`config.mk`:
```
export PLATFORM = sky130hd
export DESIGN_NAME = tmr_wblk
export DESIGN_NICKNAME = d
export VERILOG_FILES = /design/src/rtl/tmr_pkg.sv /design/src/rtl/tmr_prescale.sv /design/src/rtl/tmr_counter.sv /design/src/rtl/tmr_compare.sv /design/src/rtl/tmr_flags.sv /design/src/rtl/tmr_wblk.sv
export SDC_FILE = /design/constraint.sdc
export NUM_CORES = 1
export LEC_CHECK = 0
export BUFFER_PORTS_ARGS = -buffer_cell sky130_fd_sc_hd__clkbuf_2
export CORE_UTILIZATION = 60
export CTS_CLUSTER_SIZE = 20
export DETAILED_ROUTE_END_ITERATION = 12
export GPL_TIMING_DRIVEN = 0
export PLACE_DENSITY = 0.83
export SLEW_MARGIN = 40
export SYNTH_ARGS = -nofsm -noshare
export SYNTH_HDL_FRONTEND = slang
export SYNTH_SLANG_ARGS = --single-unit
```
`constraint.sdc`:
```
create_clock -name clk -period 5.2 [get_ports clk]
set_clock_uncertainty 0.05 [all_clocks]
set_input_delay 0.26 -clock clk [delete_from_list [all_inputs] [get_ports clk]]
set_output_delay 0.26 -clock clk [all_outputs]
set_load 0.01 [all_outputs]
```
`src/rtl/tmr_pkg.sv`:
```
package tmr_pkg;

  localparam int ADDR_W = 3;

  typedef enum logic [ADDR_W-1:0] {
    REG_CTRL     = 3'd0,
    REG_COUNT    = 3'd1,
    REG_CMP_A    = 3'd2,
    REG_CMP_B    = 3'd3,
    REG_FLAG_CLR = 3'd4
  } reg_addr_e;

  typedef enum logic [1:0] {
    CS_STOP = 2'd0,
    CS_FAST = 2'd1,
    CS_SLOW = 2'd2,
    CS_RSVD = 2'd3
  } clk_sel_e;

  // Address of compare channel idx (A first, then B).
  function automatic logic [ADDR_W-1:0] cmp_addr(input int idx);
    return ADDR_W'(int'(REG_CMP_A) + idx);
  endfunction

  // Flag bit position of compare channel idx; bit 0 belongs to overflow.
  function automatic int cmp_flag_bit(input int idx);
    return idx + 1;
  endfunction

endpackage

```
`src/rtl/tmr_prescale.sv`:
```
module tmr_prescale
  import tmr_pkg::*;
#(
  parameter int PRESC_LOG2 = 3
) (
  input  logic       clk,
  input  logic       rst_n,
  input  logic [1:0] sel,
  output logic       tick
);

  logic [1:0]            sel_q;
  logic [PRESC_LOG2-1:0] pcnt;
  logic                  sel_changed;

  function automatic logic phase_done(input logic [PRESC_LOG2-1:0] v);
    return v == '1;
  endfunction

  assign sel_changed = (sel != sel_q);

  always_ff @(posedge clk) begin
    if (!rst_n) begin
      sel_q <= CS_STOP;
      pcnt  <= '0;
    end else begin
      sel_q <= sel;
      if (sel_changed || sel != CS_SLOW) begin
        pcnt <= '0;
      end else begin
        pcnt <= pcnt + 1'b1;
      end
    end
  end

  always_comb begin
    unique case (sel)
      CS_FAST: tick = 1'b1;
      CS_SLOW: tick = !sel_changed && phase_done(pcnt);
      default: tick = 1'b0;
    endcase
  end

endmodule

```
`src/rtl/tmr_counter.sv`:
```
module tmr_counter #(
  parameter int CNT_W = 16
) (
  input  logic             clk,
  input  logic             rst_n,
  input  logic             tick,
  input  logic             load,
  input  logic [CNT_W-1:0] load_val,
  output logic [CNT_W-1:0] count,
  output logic             wrap_evt,
  output logic             block
);

  logic mask_q;

  function automatic logic [CNT_W-1:0] step(input logic [CNT_W-1:0] v);
    return v + 1'b1;
  endfunction

  function automatic logic at_top(input logic [CNT_W-1:0] v);
    return v == '1;
  endfunction

  always_ff @(posedge clk) begin
    if (!rst_n) begin
      count  <= '0;
      mask_q <= 1'b0;
    end else if (load) begin
      count  <= load_val;
      mask_q <= 1'b1;
    end else if (tick) begin
      count  <= step(count);
      mask_q <= 1'b0;
    end
  end

  assign wrap_evt = tick && !load && at_top(count);
  assign block    = mask_q || load;

endmodule

```
`src/rtl/tmr_compare.sv`:
```
module tmr_compare #(
  parameter int CNT_W = 16
) (
  input  logic             clk,
  input  logic             rst_n,
  input  logic             wr,
  input  logic [CNT_W-1:0] wr_val,
  input  logic [CNT_W-1:0] count,
  input  logic             tick,
  input  logic             block,
  output logic             match_evt
);

  logic [CNT_W-1:0] ref_q;

  function automatic logic equal(input logic [CNT_W-1:0] a,
                                 input logic [CNT_W-1:0] b);
    return a == b;
  endfunction

  always_ff @(posedge clk) begin
    if (!rst_n) begin
      ref_q <= '0;
    end else if (wr) begin
      ref_q <= wr_val;
    end
  end

  assign match_evt = tick && !block && equal(count, ref_q);

endmodule

```
`src/rtl/tmr_flags.sv`:
```
module tmr_flags #(
  parameter int FLAG_W = 3
) (
  input  logic              clk,
  input  logic              rst_n,
  input  logic [FLAG_W-1:0] set_vec,
  input  logic [FLAG_W-1:0] clr_vec,
  output logic [FLAG_W-1:0] flags
);

  function automatic logic [FLAG_W-1:0] next_flags(input logic [FLAG_W-1:0] cur,
                                                   input logic [FLAG_W-1:0] s,
                                                   input logic [FLAG_W-1:0] c);
    return (cur & ~c) | s;
  endfunction

  always_ff @(posedge clk) begin
    if (!rst_n) begin
      flags <= '0;
    end else begin
      flags <= next_flags(flags, set_vec, clr_vec);
    end
  end

endmodule

```
`src/rtl/tmr_wblk.sv`:
```
module tmr_wblk
  import tmr_pkg::*;
#(
  parameter int CNT_W      = 16,
  parameter int NUM_CMP    = 2,
  parameter int PRESC_LOG2 = 3
) (
  input  logic               clk,
  input  logic               rst_n,
  input  logic               wr_en,
  input  logic [ADDR_W-1:0]  wr_addr,
  input  logic [CNT_W-1:0]   wr_data,
  output logic [CNT_W-1:0]   count_o,
  output logic [NUM_CMP:0]   flags_o
);

  localparam int FLAG_W = NUM_CMP + 1;

  logic [1:0]         clk_sel;
  logic               tick;
  logic               cnt_wr;
  logic               ctrl_wr;
  logic               clr_wr;
  logic               block;
  logic               wrap_evt;
  logic [NUM_CMP-1:0] match_evt;
  logic [FLAG_W-1:0]  set_vec;
  logic [FLAG_W-1:0]  clr_vec;

  assign ctrl_wr = wr_en && (wr_addr == REG_CTRL);
  assign cnt_wr  = wr_en && (wr_addr == REG_COUNT);
  assign clr_wr  = wr_en && (wr_addr == REG_FLAG_CLR);

  always_ff @(posedge clk) begin
    if (!rst_n) begin
      clk_sel <= CS_STOP;
    end else if (ctrl_wr) begin
      clk_sel <= wr_data[1:0];
    end
  end

  tmr_prescale #(
    .PRESC_LOG2 (PRESC_LOG2)
  ) u_prescale (
    .clk   (clk),
    .rst_n (rst_n),
    .sel   (clk_sel),
    .tick  (tick)
  );

  tmr_counter #(
    .CNT_W (CNT_W)
  ) u_counter (
    .clk      (clk),
    .rst_n    (rst_n),
    .tick     (tick),
    .load     (cnt_wr),
    .load_val (wr_data),
    .count    (count_o),
    .wrap_evt (wrap_evt),
    .block    (block)
  );

  for (genvar gi = 0; gi < NUM_CMP; gi++) begin : g_cmp
    logic ch_wr;
    assign ch_wr = wr_en && (wr_addr == cmp_addr(gi));

    tmr_compare #(
      .CNT_W (CNT_W)
    ) u_compare (
      .clk       (clk),
      .rst_n     (rst_n),
      .wr        (ch_wr),
      .wr_val    (wr_data),
      .count     (count_o),
      .tick      (tick),
      .block     (block),
      .match_evt (match_evt[gi])
    );

    assign set_vec[cmp_flag_bit(gi)] = match_evt[gi];
  end

  assign set_vec[0] = wrap_evt;
  assign clr_vec    = clr_wr ? wr_data[FLAG_W-1:0] : '0;

  tmr_flags #(
    .FLAG_W (FLAG_W)
  ) u_flags (
    .clk     (clk),
    .rst_n   (rst_n),
    .set_vec (set_vec),
    .clr_vec (clr_vec),
    .flags   (flags_o)
  );

endmodule

```
==> summary.txt, run 1 <==
Setup path
  – Worst R2R Setup Slack: 3.16 ns
  – Kind of critical path: reg -> reg
  – Crit Path Max Fanout: 10
  – Critical path startpoint category: register
  – Worst reg2reg path depth: 8
  – Worst flop-to-flop path startpoint: clk_sel[0]
  – Worst setup EP type: register
  – Worst path arrival time: 2.28 ns
  – RR Endpoint: u_flags.flags[0]
  – Crit path required time: 5.43 ns

STA
  – Worst slew pin tran: 0.479 ns
  – Slew margin rel.: 68.1%
  – TNS Setup: 0 ns
  – Maximum clock frequency: 489 MHz
  – Setup slack after layout: 3.16 ns
  – Final period utilization: 39.3%
  – Final min period: 2.04 ns
  – Final setup violating endpoints: 0
  – Final Hold Viols: 0
  – Final Max Tran Viols: 0
  – Unrepaired setup endpoints after global routing: false

Logic synthesis
  – Simple-gate share of the synthesized area: 21.3%
  – Compound-Gate Fraction of Synth Area: 16.1%
  – Share of the synthesized area in the top cell type: 40.5%
  – Count leader, synth: nand2_1
  – Top post-synthesis cells by count: nand2_1, dfxtp_1, a21boi_0, xnor2_1
  – Synth warnings: 0
  – Largest family of logic cells by synthesized area: simple AND/OR/NAND/NOR gates
  – Largest area contributor in the netlist: dfxtp_1
  – Top FF cell, synth: dfxtp_1
  – Area of the mapped netlist: 2910 sq um
  – Post-synthesis xor/xnor area fraction: 14.4%
  – Syn Area/Cell: 8.37 sq um
  – Syn_nets: 375
  – Seq/Total Area, Yosys: 40.5%
  – Library cells used by synthesis: 35
  – Synthesis-stage register bit count: 59
  – Ys async rst share: 0%
  – Adder-cell share of the synthesized area: 2.15%
  – Post-Synthesis Cells: 348
  – Synth top area cells: dfxtp_1, xnor2_1, nand2_1
  – Post-synth EDFFs: 0
  – Portion of netlist area occupied by mux cells: 0.344%

Floorplan
  – Site row count: 24
  – Core area: 4500 sq um
  – Die W: 71.7 um
  – Die height: 71.7 um
  – Total die area: 5140 sq um
  – Initial Util: 64.7%
  – I/O Pins: 41

Drt
  – Iter 0 DRT Violations: 310
  – Average vias per placed instance: 5.78
  – Post-route DRC: 0
  – Routed WL: 7.16 mm
  – Routed len/inst: 15.8 um
  – Via count: 2623
  – First-pass iteration count of the detailed router: 6
  – Routed Antenna Nets: 0

Finish
  – N_diodes: 0
  – Final Non-Filler Cells: 454
  – Layout net count: 425
  – Layout cell share with drive strength beyond 1: 16.9%
  – Fillers: 348
  – Area grow syn2layout: 15.1%
  – Final core utilization: 74.4%

Clock network
  – Clk sinks: 59
  – CTS tree: done
  – Post-CTS setup buffer count: 0
  – CTS hold repair buffers: 0
  – CTS max path bufs: 2
  – Clock latency on the worst-skew pair: 0.34 ns
  – Gates resized, CTS repair: 0
  – Root Driver: clkbuf_8
  – Htree depth: 3
  – CTS buffer count: 9
  – Worst-path clk slew: 0.06 ns

Power and ir drop
  – Net Switching: 0.234 mW
  – Internal power: 0.709 mW
  – Power density over cell area: 281 nW/um^2
  – Sw Share: 24.8%
  – Tot Pwr: 0.943 mW
  – Pleak: 1.23 nW
  – Max VDD drop: 267 uV
  – Comb pwr share: 9.5%
  – Flop pwr share: 50.1%
  – Power share of the clock group: 40.3%

Hold path
  – Min-delay src: wr_data[12]
  – Hold Path Depth: 3
  – Hold Crit Endpoint: g_cmp[0].u_compare.ref_q[12]
  – Min-delay worst type: in -> reg

Job
  – Maxcap violations: 0

Status
  – Status: complete, no violations

Place
  – Detailed Place HPWL: 5.24 mm
  – Placed cell count: 439
  – Place WS: 3.17 ns
  – I/O Buffers: 39
  – RePlAce Congestion: 0.872

GRT
  – Initial antenna violation count: 0
  – Global route overflow: 0
  – First-pass GRT wire length: 11.5 mm
  – Largest net degree at the start of global routing: 11
  – Global-route usage over all layers: 30.1%
  – Vias in the first global route: 2465
[per-stage QoR]
step,hold slack [ns],area (sq um)
after floorplan,0.345,2910
after global placement,0.376,3170
after detailed placement,0.385,3170
after CTS,0.131,3350
after global routing,0.156,3350
final,0.139,3350
[placed cells by master, fill, tap and decap left out, types with 7 or more instances in the layout]
| master | count |
|---|---|
| nand4_1 | 17 |
| nand3_1 | 7 |
| a21boi_0 | 35 |
| a21oi_1 | 17 |
| clkbuf_2 | 41 |
| xnor2_1 | 34 |
| clkbuf_1 | 15 |
| dfxtp_1 | 59 |
| clkbuf_8 | 12 |
| buf_2 | 7 |
| nand2_1 | 77 |
| xor2_1 | 14 |
| o21ai_0 | 15 |
[critical path: stages (launching register included)]
cell and delay [ns]:
dfxtp_1 0.38, inv_1 0.09, ha_1 0.32, nand3b_1 0.17
o32ai_2 0.29, buf_6 0.19, nand2_1 0.08, nor3_1 0.27
o21a_1 0.15
[cell type report]
| type | count | area (sq um) | area share [%] |
|---|---|---|---|
| clock buffers | 13 | 169 | 5.04 |
| clock inverters | 2 | 10.0 | 0.299 |
| flip-flops and latches | 59 | 1180 | 35.2 |
| well taps | 52 | 65.1 | 1.94 |
| plain buffers | 27 | 135 | 4.03 |
| multi-input cells | 258 | 1580 | 47.2 |
| inverters | 4 | 15.0 | 0.448 |
| repair buffers | 39 | 195 | 5.82 |
[worst max-delay path by stage]
| stage | to | startpoint | slack (ns) | cells after the start |
|---|---|---|---|---|
| final | u_flags.flags[0] | clk_sel[0] | 3.16 | 8 |
| after global placement | u_flags.flags[0] | clk_sel[0] | 3.18 | 8 |
| after detailed placement | u_flags.flags[0] | clk_sel[0] | 3.17 | 8 |
| after CTS | u_flags.flags[0] | clk_sel[0] | 3.14 | 8 |
| after global routing | u_flags.flags[0] | clk_sel[0] | 3.07 | 8 |
| after floorplan | u_counter.count[6] | clk_sel[0] | 3.39 | 8 |
[metal layers]
metal | vias up | part of all wire [%] | GRT usage, %
met1 | 1200 | 44 | 39.1
li1 | 1281 | - | -
met2 | 120 | 46 | 49.0
met5 | - | 0 | 0
met4 | 0 | 1.6 | 13.1
met3 | 22 | 8.2 | 5.91
[sequential cells by signal, summed over array words and instances (netlist names)]
signal / count
clk_sel: 2
g_cmp.u_compare.ref_q: 32
u_counter.count: 16
u_counter.mask_q: 1
u_flags.flags: 3
u_prescale.pcnt: 3
u_prescale.sel_q: 2
[kinds of logic after synthesis]
| family | after synthesis |
|---|---|
| compound gates | 72 |
| simple gates | 132 |
| flops | 59 |
| fa+ha+maj | 5 |
| mux | 1 |
| buf+inv | 31 |
| xor+xnor | 48 |
[power by group through the flow]
stage | Sequential [mW] | Clock, mW | Combinational, mW
after floorplan | 0.482 | 0 | 0.0534
after global placement | 0.482 | 0 | 0.0862
after detailed placement | 0.482 | 0 | 0.0882
after CTS | 0.473 | 0.382 | 0.0887
after global routing | 0.473 | 0.405 | 0.0977
final | 0.473 | 0.380 | 0.0898
Power figures use the tool's default switching activity.
==> inputs of run 2 (changes only) <==
CORE_UTILIZATION = 51   (was 60)
PLACE_DENSITY = 0.75   (was 0.83)
clock period = 1.66 ns   (was 5.2 ns; I/O delays follow)
==> run 2 against run 1 <==
The flow now finishes with violations (setup timing). Final cell count grew 9.0%. Register-to-register slack got worse by 3.3 ns. Sequential share of layout area down 2.8 points. Total power rose to 3.2 times the previous value. Global-route usage decreased by 2.5 points. Core utilization down 8.1 points. Non-clock buffer count up 20. Clock-buffer cell count grew 2. Flip-flop and latch count unchanged. Wire length grew 6.0%. Sequential power grew to 3.1 times the previous value. Critical path type unchanged. Largest cell class unchanged.
==> summary.txt, run 2 (synthesis gave the netlist of run 1 again) <==
Clock network
  – Clk sinks: 59 (unchanged)
  – Clock latency on the worst-skew pair: 0.34 ns (about the same)
  – CTS buffer count: 9 (unchanged)
  – Htree depth: 3 (unchanged)
  – Root Driver: clkbuf_8 (unchanged)
  – Worst-path clk slew: 0.06 ns (about the same)
  – CTS tree: done (unchanged)
  – CTS max path bufs: 2 (unchanged)

Job
  – Maxcap violations: 0 (unchanged)

Setup path
  – Kind of critical path: reg -> reg (unchanged)
  – Worst path arrival time: 1.99 ns (was 2.28 ns)
  – Critical path startpoint category: register (unchanged)
  – Worst setup EP type: register (unchanged)
  – Crit path required time: 1.82 ns (was 5.43 ns)
  – Crit Path Max Fanout: 5 (was 10)

STA
  – Final Hold Viols: 0 (unchanged)
  – Final period utilization: 111% (was 39.3%)
  – Final Max Tran Viols: 0 (unchanged)
  – Worst slew pin tran: 0.482 ns (was 0.479 ns)
  – Setup slack after layout: -0.175 ns (was 3.16 ns)
  – Maximum clock frequency: 545 MHz (was 489 MHz)
  – Final setup violating endpoints: 20 (was 0)
  – Slew margin rel.: 67.9% (was 68.1%)
  – Unrepaired setup endpoints after global routing: true (was false)
  – Final min period: 1.83 ns (was 2.04 ns)

Drt
  – Routed Antenna Nets: 0 (unchanged)
  – First-pass iteration count of the detailed router: 5 (was 6)
  – Iter 0 DRT Violations: 221 (was 310)
  – Routed len/inst: 15.3 um (was 15.8 um)
  – Post-route DRC: 0 (unchanged)
  – Routed WL: 7.59 mm (was 7.16 mm)
  – Via count: 2684 (was 2623)
  – Average vias per placed instance: 5.42 (was 5.78)

Finish
  – Layout net count: 445 (was 425)
  – Layout cell share with drive strength beyond 1: 20.6% (was 16.9%)
  – Most common cell after layout, fill and taps aside: nand2_1 (unchanged)
  – Highest-count cells in the layout ignoring fill and taps: nand2_1, dfxtp_1, clkbuf_2 (unchanged)
  – Final core utilization: 66.3% (was 74.4%)
  – Area grow syn2layout: 25.4% (was 15.1%)
  – N_diodes: 0 (unchanged)
  – Top flop regs: g_cmp.u_compare.ref_q: 32 flops, u_counter.count: 16 flops (unchanged)
  – Max reg flops: 32 (unchanged)
  – Most flop-heavy register: g_cmp.u_compare.ref_q (unchanged)
  – Design area: 3650 sq um (was 3350 sq um)

Status
  – Status: complete, but fails checks (was complete, no violations)
  – Failing checks: setup timing

Place
  – Dpl cell area: 3230 sq um (was 3170 sq um)
  – RePlAce Congestion: 0.921 (was 0.872)
  – Detailed Place HPWL: 5.25 mm (was 5.24 mm)
  – I/O Buffers: 39 (unchanged)

Hold path
  – Min-delay worst type: in -> reg (unchanged)

Power and ir drop
  – Power density over cell area: 836 nW/um^2 (was 281 nW/um^2)
  – Pleak: 1.34 nW (was 1.23 nW)
  – Max VDD drop: 532 uV (was 267 uV)

GRT
  – Global-route usage over all layers: 27.6% (was 30.1%)
  – Initial antenna violation count: 0 (unchanged)
  – Vias in the first global route: 2581 (was 2465)
  – First-pass GRT wire length: 12.5 mm (was 11.5 mm)
  – Largest net degree at the start of global routing: 11 (unchanged)
  – Global route overflow: 0 (unchanged)

Floorplan
  – Die height: 77.6 um (was 71.7 um)
  – Total die area: 6020 sq um (was 5140 sq um)
  – Initial Util: 52.9% (was 64.7%)
  – Die W: 77.6 um (was 71.7 um)
  – Core area: 5510 sq um (was 4500 sq um)
  – I/O Pins: 41 (unchanged)
  – Site row count: 27 (was 24)
## run 2: changes by cell type in the layout (fill, tap and decap cells not counted), sizes merged
cell,previous run,this run
buf,11,18
clkinv,2,1
clkbuf,68,69
dlygate4sd3,0,14
## run 2: worst max-delay path, stage by stage (launching register included)
cell and delay [ns]:
dfxtp_2 0.33, inv_2 0.05, ha_4 0.21, nand3b_1 0.19, o32ai_4 0.33, buf_6 0.18
nand3_1 0.10, xor2_1 0.18, a21oi_1 0.08
## run 2: worst paths after layout
kind | to | start | slack [ns] | depth (start not counted)
worst max register to register | u_counter.count[7] | clk_sel[0] | -0.17 | 8
worst min register to register | u_prescale.pcnt[0] | u_prescale.pcnt[0] | 0.39 | 1
worst min-delay path | g_cmp[1].u_compare.ref_q[0] | wr_data[0] | 0.002 | 3
worst max-delay path | u_counter.count[7] | clk_sel[0] | -0.17 | 8
## run 2: routing by layer
| metal | part of all wire (%) | global-route usage [%] |
|---|---|---|
| met1 | 46 | 37.1 |
| met2 | 46 | 40.7 |
| met3 | 5.9 | 7.29 |
| met4 | 2.6 | 13.6 |
| met5 | 0 | 0 |
## run 2: through the flow
stage / hold WS [ns] / worst slack (ns) / power, mW / instances / setup TNS, ns
floorplan: 0.168 / -0.0565 / 1.68 / 348 / -0.404
global placement: 0.304 / -0.193 / 1.79 / 459 / -2.20
detailed placement: 0.312 / -0.230 / 1.79 / 459 / -2.46
CTS: 0.000265 / -0.119 / 3.06 / 493 / -1.63
global route: 0.0193 / -0.294 / 3.18 / 495 / -4.39
finish: 0.00207 / -0.175 / 3.05 / 495 / -2.43
## run 2: repair_timing
action,in CTS,in global routing
cloned,1,0
hold buffers,14,0
buffers inserted,4,2
endpoints found under the setup margin,20,20
gates resized for setup,6,6
endpoints found under the hold margin,29,0
pin swaps,2,3
## run 2: power by group
part	switching [mW]	total (mW)	internal (mW)
clock network	0.549	1.25	0.704
registers	0.0342	1.48	1.45
logic	0.170	0.318	0.148
total	0.753	3.05	2.30
## run 2: cell type report
type	count	area, sq um
Inverter	4	15.0
Timing Repair Buffer	60	395
Buffer	26	131
Clock buffer	15	186
Sequential cell	59	1190
Multi-Input combinational cell	258	1640
Fill cell	480	1850
Clock inverter	1	5.00
Tap cell	72	90.1
